### src/rtl/hw_mask_cfg_reg.sv
module hw_mask_cfg_reg #(
  parameter int HALF_W = 16,
  parameter int ADDR_LSB = 1,
  parameter int ADDR_W = 6,
  parameter int DATA_LSB = 7,
  parameter int DATA_W = 4
) (
  input  logic                clk,
  input  logic                rst_n,
  input  logic                wr_en,
  input  logic [2*HALF_W-1:0] wr_data,
  input  logic                rd_en,
  output logic [2*HALF_W-1:0] rd_data,
  output logic [HALF_W-1:0]   ctrl_word,
  output logic                cfg_strobe,
  output logic [ADDR_W-1:0]   cfg_addr,
  output logic [DATA_W-1:0]   cfg_data
);
  localparam int WORD_W = 2 * HALF_W;

  logic [HALF_W-1:0] ctrl_q;
  logic [HALF_W-1:0] bit_en;
  logic [HALF_W-1:0] bit_val;

  assign bit_en  = wr_data[WORD_W-1:HALF_W];
  assign bit_val = wr_data[HALF_W-1:0];

  always_ff @(posedge clk or negedge rst_n) begin
    if (!rst_n)
      ctrl_q <= '0;
    else if (wr_en)
      ctrl_q <= (ctrl_q & ~bit_en) | (bit_val & bit_en);
  end

  always_ff @(posedge clk or negedge rst_n) begin
    if (!rst_n)
      rd_data <= '0;
    else if (rd_en)
      rd_data <= {{HALF_W{1'b0}}, ctrl_q};
  end

  assign ctrl_word  = ctrl_q;
  assign cfg_strobe = ctrl_q[0];
  assign cfg_addr   = ctrl_q[ADDR_LSB +: ADDR_W];
  assign cfg_data   = ctrl_q[DATA_LSB +: DATA_W];
endmodule

### config.mk
export PLATFORM = sky130hd
export DESIGN_NAME = hw_mask_cfg_reg
export DESIGN_NICKNAME = d
export VERILOG_FILES = /design/src/rtl/hw_mask_cfg_reg.sv
export SDC_FILE = /design/constraint.sdc
export NUM_CORES = 1
export LEC_CHECK = 0
export BUFFER_PORTS_ARGS = -buffer_cell sky130_fd_sc_hd__buf_2
export CORE_UTILIZATION = 45
export CTS_CLUSTER_SIZE = 25
export DETAILED_ROUTE_END_ITERATION = 8
export GPL_TIMING_DRIVEN = 0
export PLACE_DENSITY = 0.84
export SYNTH_ARGS = -nofsm -noshare
export SYNTH_HDL_FRONTEND = slang
export SYNTH_SLANG_ARGS = --single-unit
export TNS_END_PERCENT = 10
### constraint.sdc
create_clock -name clk -period 1.45 [get_ports clk]
set_input_delay 0.2175 -clock clk [delete_from_list [all_inputs] [get_ports clk]]
set_output_delay 0.2175 -clock clk [all_outputs]
set_load 0.05 [all_outputs]
======== Word-level counts from Yosys, hierarchy flattened ========
Index checks and enable logic that the tools add are counted.
cells by class
  bitwise operators ....................... 4
operator list
  kind            number
  $and 16x16->16  2
  $not 16->16     1
  $or 16x16->16   1
word-level totals
  word-level logic and storage cells ...... 6
  register bits after elaboration ......... 32

======== Depth between registers and ports, before layout ========
Gate-level depths: netlist (run 1).
  word-level depth ........................ 3
  gate-level depth with buffers ........... 4

======== Worst setup path after synthesis (run 1) ========
OpenSTA, ideal clock, no wires.
  path kind ............................... register -> output
  start point ............................. register with a tool-made name
  end point ............................... output port ctrl_word[10]
  setup slack ............................. 0.316 ns
  cell stages (with the launch flop) ...... 2
  data arrival time ....................... 0.917 ns
  path through ............................ dfrtp_1 > buf_4
RTL lines
  what              line  RTL
  end: declaration  14    output logic [HALF_W-1:0] ctrl_word,

==> results.sh, run 1 <==
export IMPL_rsz0062_at_grt="no"
export IMPL_p_clk_share_pct=16.4
export IMPL_maxCapViolations=0
export IMPL_synth_warnings=0
export IMPL_cp_cell_sequence="buf_4 -> buf_2"
export IMPL_grt_max_degree=33
export IMPL_rows=20
export IMPL_io_pins=95
export IMPL_antenna_found_initial=0
export IMPL_path_buf_inv=2
export IMPL_hold_viol_final=0
export IMPL_final_common_cell="buf_2"
export IMPL_final_cell_mix="buf_2, dfrtp_1, buf_4, mux2_2"
export IMPL_syn_area_um2=1510
export IMPL_worstHoldPathCells=2
export IMPL_nets=247
export IMPL_first_pass_iters=3
export IMPL_hp_class="input port to flip-flop"
export IMPL_p_comb_share_pct=46.1
export IMPL_wl_mm=2.70
export IMPL_synth_seq_cells=32
export IMPL_clk_pin_slew_ps=90
export IMPL_ir_worst_vdd_mv=0.731
export IMPL_synth_seq_area_share_pct=53.0
export IMPL_ff2ff_path_depth=1
export IMPL_final_cell_area_um2=2070
export IMPL_fin_hold_ws_ps=130
export IMPL_die_area_um2=3590
export IMPL_worstSetupPathType="flip-flop to output port"
export IMPL_drt_iter0_markers=17
export IMPL_finalMaxSlewViolations=0
export IMPL_place_congestion=0.712
export IMPL_skew_ps=2.97
export IMPL_max_slew_margin_pct=54.7
export IMPL_p_sw_mw=1.35
export IMPL_grt_ovfl_total=0
export IMPL_wire_per_inst_um=10.6
export IMPL_max_stage_delay_ps=400
export IMPL_synth_cells=112
export IMPL_period_minus_slack_ps=1290
export IMPL_port_buffers=76
export IMPL_die_h_um=59.9
export IMPL_sequentialPowerShare_pct=37.5
export IMPL_setup_slack_ps=160
export IMPL_worst_path_max_delay_cell="dfrtp_1"
export IMPL_grt_pass1_wl_mm=4.15
export IMPL_cts_sinks=32
export IMPL_swShare_pct=44.4
export IMPL_tritoncts="yes"
export IMPL_cts_root_buf="clkbuf_4"
export IMPL_min_delay_start="wr_data[13]"
export IMPL_grt_pass1_vias=995
export IMPL_critPathCaptureType="output port"
export IMPL_critPathArrivalTime_ps=1070
export IMPL_start_kind="flip-flop"
export IMPL_ant_nets=0
export IMPL_coreArea_um2=3130
export IMPL_cts_htree_levels=2
export IMPL_finalCritPeriodShare_pct=89.0
export IMPL_vias_per_cell=4.22
export IMPL_fmax_mhz=775
export IMPL_dp_slack_ps=454
export IMPL_start_util_pct=48.3
export IMPL_grt_total_usage_pct=16.2
export IMPL_cts_resized=0
export IMPL_synth_cell_types=7
export IMPL_syn_avg_cell_area_um2=13.5
export IMPL_cp_required_ps=1230
export IMPL_p_per_area_nw_per_um2=1470
export IMPL_fillCellCount=250
export IMPL_place_area_um2=2000
export IMPL_die_x_um=59.9
export IMPL_drive_gt1_share_pct=68.4
export IMPL_area_delta_synth_final_pct=37.1
export IMPL_setup_viol=0
export IMPL_finalSetupTns_ps=0
export IMPL_p_leak_nw=1.14
export IMPL_crit_fanout=4
export IMPL_numCtsBuffers=5
export IMPL_drc=0
export IMPL_crit_family="flip-flops"
export IMPL_clock_latency_ps=310
export IMPL_worst_pin_slew_ps=680
export IMPL_cts_buffer_depth=2
export IMPL_num_antenna_cells=0
export IMPL_p_int_mw=1.70
export IMPL_vias=1081
export IMPL_dp_hpwl_mm=2.15
export IMPL_reg2reg_slack_ps=650
export IMPL_status="complete, no violations"
export IMPL_cp_depth=2
layer usage:
layer	share of wire [%]	vias up	track usage, %	wire, um
met1	40	497	17.4	1090
met4	1.4	0	9.63	39
met3	7.1	4	3.46	193
li1	-	524	-	-
met2	51	56	29.0	1380
met5	0	-	0	0
cells in the mapped netlist:
cell type | n | area [um^2]
dfrtp_1 | 32 | 801
nand2_1 | 16 | 60.1
buf_6 | 4 | 45.0
conb_1 | 1 | 3.75
mux2_4 | 10 | 150
mux2_2 | 22 | 248
buf_4 | 27 | 203
power groups by stage:
| stage | Clock [mW] | Combinational (mW) | Sequential, mW |
|---|---|---|---|
| floorplan | 0 | 0.564 | 1.70 |
| global placement | 0 | 1.40 | 1.15 |
| detailed placement | 0 | 1.41 | 1.16 |
| CTS | 0.527 | 1.42 | 1.14 |
| global route | 0.567 | 1.47 | 1.16 |
| finish | 0.500 | 1.41 | 1.14 |
stage by stage:
stage	power, mW	utilization, %	instances
2_1_floorplan	2.27	-	127
6_report	3.05	66.2	256
3_5_place_dp	2.57	64.0	247
4_1_cts	3.09	66.2	256
3_3_place_gp	2.56	64.0	247
5_1_grt	3.20	66.2	256
logic make-up after synthesis:
family | after synthesis | synth area share (%)
other | 1 | 0.248
multiplexers | 32 | 26.3
flip-flops | 32 | 53.0
AND/OR/NAND/NOR | 16 | 3.98
buffers and inverters | 31 | 16.4
worst max-delay path by stage:
stage	start	endpoint
global placement	wr_en	flip-flop
detailed placement	wr_en	flip-flop
finish	flip-flop	ctrl_word[8]
CTS	flip-flop	ctrl_word[8]
floorplan	flip-flop	ctrl_word[10]
global route	flip-flop	ctrl_word[8]
what timing repair did:
action | 4_1_cts | 5_1_grt
hold endpoints to repair | 32 | 0
hold buffers | 1 | 0
setup buffers | 0 | 0
layout make-up:
| class | count | area [um^2] | area share [%] |
|---|---|---|---|
| Timing Repair Buffer | 77 | 390 | 18.9 |
| Sequential cell | 32 | 801 | 38.7 |
| Tap cell | 44 | 55.1 | 2.66 |
| Multi-Input combinational cell | 64 | 518 | 25.0 |
| Clock buffer | 8 | 58.8 | 2.84 |
| Buffer | 31 | 248 | 12.0 |
Power figures use the tool's default switching activity.
==> run 2: changes to the inputs <==
Settings changed: CELL_PAD_IN_SITES_DETAIL_PLACEMENT set to 1, CELL_PAD_IN_SITES_GLOBAL_PLACEMENT set to 2, CORE_UTILIZATION 45 to 27, PLACE_DENSITY 0.84 to unset, PLACE_DENSITY_LB_ADDON set to 0.1.
==> run 2 against run 1 <==
Net effect:
- the run now ends with hold timing left
- combinational power hardly changed
- cell count is 9.8% higher
- final area is 2.6% higher
- critical path type unchanged
==> results.sh, run 2 (synthesized netlist as in run 1, its figures left out) <==
export IMPL_cts_htree_levels=2
export IMPL_die_area_um2=5900
export IMPL_finalCritPeriodShare_pct=86.8
export IMPL_worst_pin_slew_ps=725
export IMPL_io_pins=95
export IMPL_num_antenna_cells=0
export IMPL_fin_hold_ws_ps=-1.86
export IMPL_ant_nets=0
export IMPL_vias=1100
export IMPL_worstSetupPathType="flip-flop to output port"
export IMPL_setup_viol=0
export IMPL_clk_pin_slew_ps=60
export IMPL_finalMaxSlewViolations=0
export IMPL_hold_viol_final=5
export IMPL_vias_per_cell=3.91
export IMPL_hold_buffers=0
export IMPL_final_cell_mix="buf_2, dfrtp_1, buf_4, mux2_2"
export IMPL_die_h_um=76.8
export IMPL_port_buffers=76
export IMPL_crit_fanout=4
export IMPL_start_util_pct=28.8
export IMPL_hp_class="input port to asynchronous set/reset pin"
export IMPL_worst_path_max_delay_cell="dfrtp_1"
export IMPL_first_pass_iters=2
export IMPL_ir_worst_vdd_mv=0.692
export IMPL_maxCapViolations=0
export IMPL_nets=246
export IMPL_final_cell_area_um2=2120
export IMPL_place_congestion=0.735
export IMPL_p_leak_nw=1.15
export IMPL_power_mw=3.24
export IMPL_grt_total_usage_pct=12.0
export IMPL_area_delta_synth_final_pct=40.7
export IMPL_sequentialPowerShare_pct=35.4
export IMPL_gr_usage_met2_pct=18.7
export IMPL_skew_ps=0.652
export IMPL_critPathArrivalTime_ps=1040
export IMPL_antenna_found_initial=0
export IMPL_clock_latency_ps=270
export IMPL_drive_gt1_share_pct=68.7
export IMPL_swShare_pct=43.2
export IMPL_place_area_um2=2030
export IMPL_dp_hpwl_mm=2.49
export IMPL_finalSetupTns_ps=0
export IMPL_p_clk_share_pct=21.1
export IMPL_met1_usage_pct=14.1
export IMPL_busiest_layer="met2"
export IMPL_p_comb_share_pct=43.5
export IMPL_wire_per_inst_um=11.7
export IMPL_globalRouteMet3Util_pct=6.07
export IMPL_grt_max_degree=33
export IMPL_setup_slack_ps=191
export IMPL_violations="hold timing"
export IMPL_final_cells=281
export IMPL_critPathCaptureType="output port"
export IMPL_coreArea_um2=5240
export IMPL_period_minus_slack_ps=1260
export IMPL_dp_slack_ps=453
export IMPL_status="complete, but fails checks"
export IMPL_start_kind="flip-flop"
export IMPL_wl_mm=3.29
export IMPL_cp_cell_sequence="buf_4 -> buf_2"
export IMPL_cts_sinks=32
export IMPL_max_slew_margin_pct=51.7
export IMPL_grt_pass1_vias=1104
export IMPL_fillCellCount=611
export IMPL_cts_buffer_depth=2
export IMPL_rsz0062_at_grt="no"
export IMPL_final_core_util_pct=40.6
export IMPL_cts_setup_buffers=0
export IMPL_drc=0
export IMPL_final_common_cell="buf_2"
export IMPL_max_stage_delay_ps=400
export IMPL_p_sw_mw=1.40
export IMPL_rows=26
export IMPL_grt_pass1_wl_mm=5.48
export IMPL_cts_resized=0
export IMPL_cp_required_ps=1230
export IMPL_die_x_um=76.8
export IMPL_grt_ovfl_total=0
export IMPL_cts_root_buf="clkbuf_8"
export IMPL_p_per_area_nw_per_um2=1530
export IMPL_dpl_cell_count=273
export IMPL_tritoncts="yes"
export IMPL_numCtsBuffers=5
export IMPL_drt_iter0_markers=36
export IMPL_fmax_mhz=794
export IMPL_p_int_mw=1.84
==> run 2: changes by cell type in the layout (fill, tap and decap cells not counted) <==
cell,previous run,this run
dlygate4sd3_1,1,0
clkbuf_8,1,6
clkbuf_4,5,0
==> run 2: path summary, 6_finish.rpt <==
check | startpoint | end | slack (ps) | depth (start not counted)
max | flip-flop | ctrl_word[7] | 190 | 2
min | rst_n | asynchronous set/reset pin | -2 | 1
max reg2reg | flip-flop | rd_data[7] | 650 | 1
min reg2reg | rd_data[14] | rd_data[14] | 500 | 1
max in group asynchronous | rst_n | rd_data[11] | 990 | 1
min in group clk | wr_data[7] | flip-flop | 170 | 2
==> run 2: metal layers <==
metal  share of wire (%)  wire (um)  vias to the layer above
li1                    -          -                      518
met1                  41       1330                      514
met2                  46       1530                       63
met3                  12        381                        5
met4                 1.4         46                        0
met5                   0          0                        -
==> run 2: area by class of cell <==
class / count / area, um^2 / share of cell area, %
Sequential cell: 32 / 801 / 37.7
Multi-Input combinational cell: 64 / 518 / 24.4
Timing Repair Buffer: 76 / 380 / 17.9
Buffer: 31 / 248 / 11.7
Clock buffer: 8 / 90.1 / 4.24
Tap cell: 70 / 87.6 / 4.12
==> run 2: critical path, delay by kind of cell (launching register included) <==
kind     cells  cell delay [ps]
flops        1              400
buf+inv      2              370
==> run 2: power groups by stage <==
stage | logic [mW] | clock network (mW) | registers [mW]
6_report | 1.41 | 0.684 | 1.15
5_1_grt | 1.48 | 0.769 | 1.17
4_1_cts | 1.42 | 0.727 | 1.15
3_5_place_dp | 1.42 | 0 | 1.16
3_3_place_gp | 1.42 | 0 | 1.15
2_1_floorplan | 0.564 | 0 | 1.70
==> run 3: changes to the inputs <==
Settings changed: CORE_MARGIN set to 4.
==> run 3 against run 2 <==
Net effect:
- the run still ends with hold timing left
- global-route usage is 0.76 points lower
- core utilization down 0.49 points
- die area up 16%
- cell count decreased by 0.36%
- hold slack got worse by 5.8 ps
- highest routed layer unchanged
- flip-flop and latch count stayed put
- non-clock buffer count is the same
- largest power group unchanged
- combinational power about the same
==> results.sh, run 3 (synthesized netlist as in run 1, its figures left out) <==
export IMPL_rows=26
export IMPL_period_minus_slack_ps=1270
export IMPL_cts_root_buf="clkbuf_8"
export IMPL_place_congestion=0.656
export IMPL_rsz0062_at_grt="no"
export IMPL_fmax_mhz=789
export IMPL_num_antenna_cells=0
export IMPL_coreArea_um2=5270
export IMPL_cp_required_ps=1230
export IMPL_place_area_um2=2030
export IMPL_status="complete, but fails checks"
export IMPL_grt_max_degree=33
export IMPL_p_per_area_nw_per_um2=1510
export IMPL_final_cell_area_um2=2110
export IMPL_dp_hpwl_mm=3.07
export IMPL_wl_mm=3.81
export IMPL_start_util_pct=28.7
export IMPL_die_x_um=82.8
export IMPL_first_pass_iters=3
export IMPL_tritoncts="yes"
export IMPL_grt_pass1_wl_mm=5.64
export IMPL_hold_buffers=0
export IMPL_drc=0
export IMPL_critPathCaptureType="output port"
export IMPL_hp_class="input port to asynchronous set/reset pin"
export IMPL_finalCritPeriodShare_pct=87.5
export IMPL_die_h_um=82.8
export IMPL_fin_hold_ws_ps=-7.69
export IMPL_critPathArrivalTime_ps=1050
export IMPL_hold_viol_final=5
export IMPL_start_kind="flip-flop"
export IMPL_cts_buffer_depth=2
export IMPL_worst_path_max_delay_cell="dfrtp_1"
export IMPL_worst_pin_slew_ps=724
export IMPL_final_common_cell="buf_2"
export IMPL_drt_iter0_markers=23
export IMPL_final_core_util_pct=40.1
export IMPL_grt_total_usage_pct=11.3
export IMPL_maxCapViolations=0
export IMPL_area_delta_synth_final_pct=39.9
export IMPL_port_buffers=76
export IMPL_ant_nets=0
export IMPL_max_stage_delay_ps=400
export IMPL_ir_worst_vdd_mv=0.518
export IMPL_grt_pass1_vias=1130
export IMPL_numCtsBuffers=5
export IMPL_finalMaxSlewViolations=0
export IMPL_max_slew_margin_pct=51.7
export IMPL_worstSetupPathType="flip-flop to output port"
export IMPL_cts_sinks=32
export IMPL_cp_cell_sequence="buf_4 -> buf_2"
export IMPL_cts_resized=0
export IMPL_finalSetupTns_ps=0
export IMPL_final_cell_mix="buf_2, dfrtp_1, buf_4, mux2_2"
export IMPL_crit_fanout=4
export IMPL_vias_per_cell=3.97
export IMPL_ff2ff_path_depth=1
export IMPL_cts_setup_buffers=0
export IMPL_antenna_found_initial=0
export IMPL_wire_per_inst_um=13.6
export IMPL_die_area_um2=6850
export IMPL_io_pins=95
export IMPL_nets=246
export IMPL_skew_ps=2.55
export IMPL_cts_htree_levels=2
export IMPL_violations="hold timing"
export IMPL_grt_ovfl_total=0
export IMPL_vias=1112
export IMPL_setup_viol=0
export IMPL_clock_latency_ps=270
export IMPL_clk_pin_slew_ps=60
export IMPL_drive_gt1_share_pct=69.0
export IMPL_p_leak_nw=1.15
-- run 3: final cells by class --
class	instances	area (um^2)
clock buffers	6	72.6
well taps	70	87.6
multi-input cells	64	518
repair buffers	76	380
clock inverters	1	5.00
fillers	623	3160
flip-flops and latches	32	801
plain buffers	31	248
-- run 3: final timing paths --
path | start | end | slack, ps
max | flip-flop | ctrl_word[1] | 180
min | rst_n | asynchronous set/reset pin | -8
max reg2reg | flip-flop | rd_data[3] | 640
min reg2reg | rd_data[10] | rd_data[10] | 500
max in group asynchronous | rst_n | rd_data[0] | 980
min in group clk | wr_data[7] | flip-flop | 170
-- run 3: critical path: cells and delay by family (launching register included) --
| kind | cells | cell delay, ps |
|---|---|---|
| buf+inv | 2 | 380 |
| flops | 1 | 400 |
-- run 3: metal layers --
metal / GRT usage [%] / wire [um]
met1: 13.3 / 1440
met2: 19.1 / 1960
met3: 4.10 / 391
met4: 3.43 / 17
met5: 0 / 0
-- run 3: power breakdown --
part           switching [mW]  internal [mW]  leakage (nW)
logic                    1.02          0.410         0.730
clock network           0.293          0.325        0.0410
registers               0.104           1.05         0.376
total                    1.41           1.78          1.15
-- run 3: through the flow --
step,worst slack [ps],power [mW],cells
global route,112,3.35,280
global placement,450,2.58,273
finish,182,3.20,280
detailed placement,427,2.61,273
floorplan,316,2.27,127
CTS,149,3.25,280
